**src/rtl/tdl_stamp_encoder.sv**
```systemverilog
module tdl_stamp_encoder #(
  parameter int TAPS     = 64,
  parameter int COARSE_W = 16,
  parameter int RUN      = 3
) (
  input  logic                                   clk,
  input  logic                                   rst_n,
  input  logic [TAPS-1:0]                        tap_snap,
  input  logic [COARSE_W-1:0]                    coarse_cnt,
  output logic [COARSE_W+$clog2(TAPS)-1:0]       stamp_o,
  output logic                                   rising_o,
  output logic                                   valid_o
);
  localparam int FINE_W = $clog2(TAPS);
  localparam int TS_W   = COARSE_W + FINE_W;
  localparam int P_LO   = RUN;
  localparam int P_HI   = TAPS - RUN;

  logic [TAPS-1:0]     cap_q;
  logic [COARSE_W-1:0] cap_coarse_q;
  logic [TAPS-1:0]     rise_hit, fall_hit;
  logic                found_c, rise_c;
  logic [FINE_W-1:0]   pos_c;

  logic                hit_s1, rise_s1;
  logic [FINE_W-1:0]   pos_s1;
  logic [COARSE_W-1:0] coarse_s1;

  always_ff @(posedge clk or negedge rst_n) begin
    if (!rst_n) begin
      cap_q        <= '0;
      cap_coarse_q <= '0;
    end else begin
      cap_q        <= tap_snap;
      cap_coarse_q <= coarse_cnt;
    end
  end

  genvar p;
  generate
    for (p = 0; p < TAPS; p++) begin : g_win
      if (p >= P_LO && p <= P_HI) begin : g_on
        assign rise_hit[p] = (&cap_q[p-1 -: RUN]) & ~(|cap_q[p +: RUN]);
        assign fall_hit[p] = ~(|cap_q[p-1 -: RUN]) & (&cap_q[p +: RUN]);
      end else begin : g_off
        assign rise_hit[p] = 1'b0;
        assign fall_hit[p] = 1'b0;
      end
    end
  endgenerate

  always_comb begin
    found_c = 1'b0;
    rise_c  = 1'b0;
    pos_c   = '0;
    for (int i = TAPS - 1; i >= 0; i--) begin
      if (rise_hit[i] || fall_hit[i]) begin
        found_c = 1'b1;
        rise_c  = rise_hit[i];
        pos_c   = FINE_W'(i);
      end
    end
  end

  always_ff @(posedge clk or negedge rst_n) begin
    if (!rst_n) begin
      hit_s1    <= 1'b0;
      rise_s1   <= 1'b0;
      pos_s1    <= '0;
      coarse_s1 <= '0;
    end else begin
      hit_s1    <= found_c;
      rise_s1   <= rise_c;
      pos_s1    <= pos_c;
      coarse_s1 <= cap_coarse_q;
    end
  end

  always_ff @(posedge clk or negedge rst_n) begin
    if (!rst_n) begin
      valid_o  <= 1'b0;
      rising_o <= 1'b0;
      stamp_o  <= '0;
    end else begin
      valid_o <= hit_s1;
      if (hit_s1) begin
        rising_o <= rise_s1;
        stamp_o  <= {coarse_s1, pos_s1};
      end
    end
  end

  a_r4_fine_range: assert property (@(posedge clk) disable iff (!rst_n)
    valid_o |-> (int'(stamp_o[FINE_W-1:0]) >= P_LO && int'(stamp_o[FINE_W-1:0]) <= P_HI));

  a_r8_coarse_align: assert property (@(posedge clk) disable iff (!rst_n)
    valid_o |-> (stamp_o[TS_W-1:FINE_W] == $past(coarse_cnt, 3)));

  a_r9_hold: assert property (@(posedge clk) disable iff (!rst_n)
    !valid_o |-> ($stable(stamp_o) && $stable(rising_o)));

  a_r5_flat_quiet: assert property (@(posedge clk) disable iff (!rst_n)
    valid_o |-> ($past(cap_q, 2) != '0 && $past(cap_q, 2) != '1));

  a_r7_from_stage: assert property (@(posedge clk) disable iff (!rst_n)
    valid_o |-> $past(found_c, 2));
endmodule

```
**config.mk**
```make
export PLATFORM = sky130hd
export DESIGN_NAME = tdl_stamp_encoder
export DESIGN_NICKNAME = d
export VERILOG_FILES = /design/src/rtl/tdl_stamp_encoder.sv
export SDC_FILE = /design/constraint.sdc
export NUM_CORES = 1
export LEC_CHECK = 0
export BUFFER_PORTS_ARGS = -buffer_cell sky130_fd_sc_hd__buf_2
export CORE_UTILIZATION = 54
export CTS_BUF_LIST = sky130_fd_sc_hd__clkbuf_8
export DETAILED_ROUTE_END_ITERATION = 8
export PLACE_DENSITY = 0.84
export SETUP_SLACK_MARGIN = 0.5
export SLEW_MARGIN = 15
export SYNTH_ARGS = -nofsm -noshare
export SYNTH_HDL_FRONTEND = slang
export SYNTH_SLANG_ARGS = --single-unit
```
**constraint.sdc**
```tcl
create_clock -name clk -period 2.33 [get_ports clk]
set_clock_uncertainty 0.15 [all_clocks]
set_input_delay 0.3495 -clock clk [delete_from_list [all_inputs] [get_ports clk]]
set_output_delay 0.3495 -clock clk [all_outputs]
set_load 0.01 [all_outputs]
```
==> metrics <==
Final Hold Violating Endpoints=0; RD Place Congestion=0.935; post-synth top area share=44.1%; Initial Util=56.4%; Leakage=0.00478 uW; grt total ovfl=0; site row count=between 40 and 50; vias in the first global route=approximately 8,200; worst slew margin relative to its limit=54.5%; maxcap violations=0; final setup margin=-242 ps; syn avg cell area=9.45 um^2; Post-Syn Area=7260 um^2; status=finished with violations; CTS sink cnt=128; Synth async-reset ratio=100%; GR Util All Layers=36.7%; clk_lat worst skew=490 ps; drt via density=6.32; dpl cells=1,154; area leader, netlist=dfrtp_1; max-slew violation count=0; FF+latch count, synth=about 130; Int Pwr=between 3000 and 4000 uW; post-DR wirelength/cell=20.1 um; area growth from synthesis to layout=50.2%; root buffer cell=clkbuf_8; DR iter-0 viols=~1,000; post-synthesis net count=850; Die Area=13,900 um^2; Final period util=110%; Critical Path AT=around 2800 ps; CTS tree=done; Antenna Cells=0; Clk pwr share=35.9%; synth unique cells=80; CP required=2520 ps; # H-tree levels=4; Final #Nets=between 1,000 and 1,500; Setup crit start kind=flop; Synth Instances=768; drt drc=0; total CTS buffers=17; CTS clk-pin slew, worst paths=about 100 ps; core area=~13,000 um^2; Slew @ Worst Pin=665 ps; yosys warns=0; Setup CP Type=reg -> reg; first-pass GRT wire length=40,500 um; CP endpoint kind=flop; failing checks=negative setup slack; die width=118 um; Non-Filler Instances=1,291; Setup violations, final=6; initial antenna violation count=0; die height=118 um; TritonRoute pass-1 iters=8; Max Buffers Root-to-Sink=2; I/O pin cnt=106; switching power of the nets=about 1900 uW; Pwr per Cell Area=533 nW/um^2; Fmax achieved=a little under 400 MHz; Top FF cell, synth=dfrtp_1; drt total wl=26,000 um; IO buf count=105; DP Wirelength=14,400 um; Seq/Total Area, Yosys=~44%; hold crit path type=reg -> reg; Routed Antenna Nets=0; CP Max Fanout=5; RSZ-0062 raised after global routing=true; Post-synth EDFFs=0; share of cells above drive strength 1=between 40% and 50%; Sw Share=about a third; Reg power frac=43.4%; largest net degree at the start of global routing=129; part of the power in combinational logic=20.6%; min Tclk post-route=approximately 2600 ps; VDD IR-drop max=844 uV; post-layout util=84.7%; DR vias=8,159; main area contributors after synthesis=dfrtp_1 (44%), mux2_2 (3.6%), nor2_1 (3.3%)
==> final timing paths <==
path	startpoint	endpoint	slack, ps	depth (start not counted)
min in group asynchronous	rst_n	cap_q[44]$_DFF_PN0_	340	3
min	cap_coarse_q[3]$_DFF_PN0_	coarse_s1[3]$_DFF_PN0_	210	0
max reg2reg	cap_q[50]$_DFF_PN0_	pos_s1[0]$_DFF_PN0_	-240	8
max	cap_q[50]$_DFF_PN0_	pos_s1[0]$_DFF_PN0_	-240	8
max in group asynchronous	rst_n	cap_coarse_q[3]$_DFF_PN0_	1150	3
min reg2reg	cap_coarse_q[3]$_DFF_PN0_	coarse_s1[3]$_DFF_PN0_	210	0
==> cells in the final DEF (no fill, tap or decap), drive strengths merged, types with 14 or more instances in the layout <==
cell and instances:
nor4bb 17, nor2 63, dlygate4sd3 81, nand4 14, nor2b 19, a221oi 14
nand3 45, dfrtp 128, or3 28, mux2 23, nand2b 25, clkbuf 17
buf 293, a21oi 26, o21ai 19, nor3 31, inv 24, nand2 48
==> final cells by class <==
class,instances,area (um^2)
repair buffers,374,2780
clock inverters,15,194
fillers,652,1970
multi-input cells,568,4190
flip-flops and latches,128,3230
clock buffers,17,234
inverters,17,63.8
well taps,172,215
==> worst max-delay path: stages (launching register included) <==
cell and delay [ps]:
dfrtp_1 470, or2_1 360, nor3_2 330, buf_4 180, nor3_2 50, a2111oi_2 370
a21oi_1 170, o211ai_1 210, a41oi_1 130
==> what timing repair did <==
item / CTS / global route
endpoints found under the hold margin: 208 / 0
setup buffers: 22 / 2
endpoints found under the setup margin: 8 / 8
pin swaps: 36 / 8
gates resized for setup: 80 / 17
hold buffers: 81 / 0
==> power by group through the flow <==
stage / clock [uW] / sequential (uW) / combinational [uW]
6_report: 2090 / 2530 / 1200
5_1_grt: 2170 / 2540 / 1270
4_1_cts: 2060 / 2510 / 1120
3_5_place_dp: 0 / 2550 / 909
3_3_place_gp: 0 / 2540 / 888
2_1_floorplan: 0 / 2490 / 514
==> cell families after synthesis <==
logic type      Yosys count  synth area share, %
flops                   128                 44.1
buf+inv                  72                 4.46
simple gates            366                 29.0
mux                      25                 3.84
compound gates          177                 18.6
==> synthesized netlist by cell type (9+ instances only) <==
| library cell | n |
|---|---|
| nand2_1 | 48 |
| or2_2 | 11 |
| nor2_1 | 63 |
| dfrtp_1 | 128 |
| mux2_2 | 23 |
| clkbuf_1 | 23 |
| nor3_1 | 31 |
| and3_1 | 11 |
| a211oi_1 | 11 |
| o22ai_1 | 11 |
| or3_1 | 27 |
| o32ai_1 | 9 |
| a221oi_1 | 13 |
| nand4_1 | 14 |
| buf_2 | 26 |
| inv_1 | 17 |
| o21ai_0 | 18 |
| o211ai_1 | 9 |
| a2111oi_0 | 11 |
| nand3_1 | 45 |
| a21oi_1 | 26 |
| nor4bb_1 | 17 |
| nor2b_1 | 19 |
| nand2b_1 | 25 |
==> sequential cells by signal, indices dropped and copies added, names as in the netlist <==
name	cells
cap_coarse_q	16
cap_q	64
coarse_s1	16
hit_s1	1
pos_s1	6
rise_s1	1
rising_o	1
stamp_o	22
valid_o	1
==> metrics by stage <==
step | area, um^2 | setup WS [ps] | TNS [ps] | power (uW) | hold WS (ps)
6_report | 10900 | -242 | -1080 | 5820 | 214
5_1_grt | 10900 | -349 | -1620 | 5990 | 221
3_5_place_dp | 9090 | -244 | -859 | 3460 | 186
3_3_place_gp | 9090 | -235 | -686 | 3430 | 183
2_1_floorplan | 7380 | 13.2 | 0 | 3000 | -96.1
4_1_cts | 10800 | -151 | -395 | 5690 | 210
==> per-layer routing <==
metal | part of all wire (%) | GRT usage (%) | up-vias
met1 | 37 | 41.4 | 3931
met2 | 50 | 65.3 | 480
met4 | 4.9 | 17.9 | 0
met5 | 0 | 0 | -
li1 | - | - | 3612
met3 | 7.3 | 7.95 | 136
(Power assumes the default switching activity.)
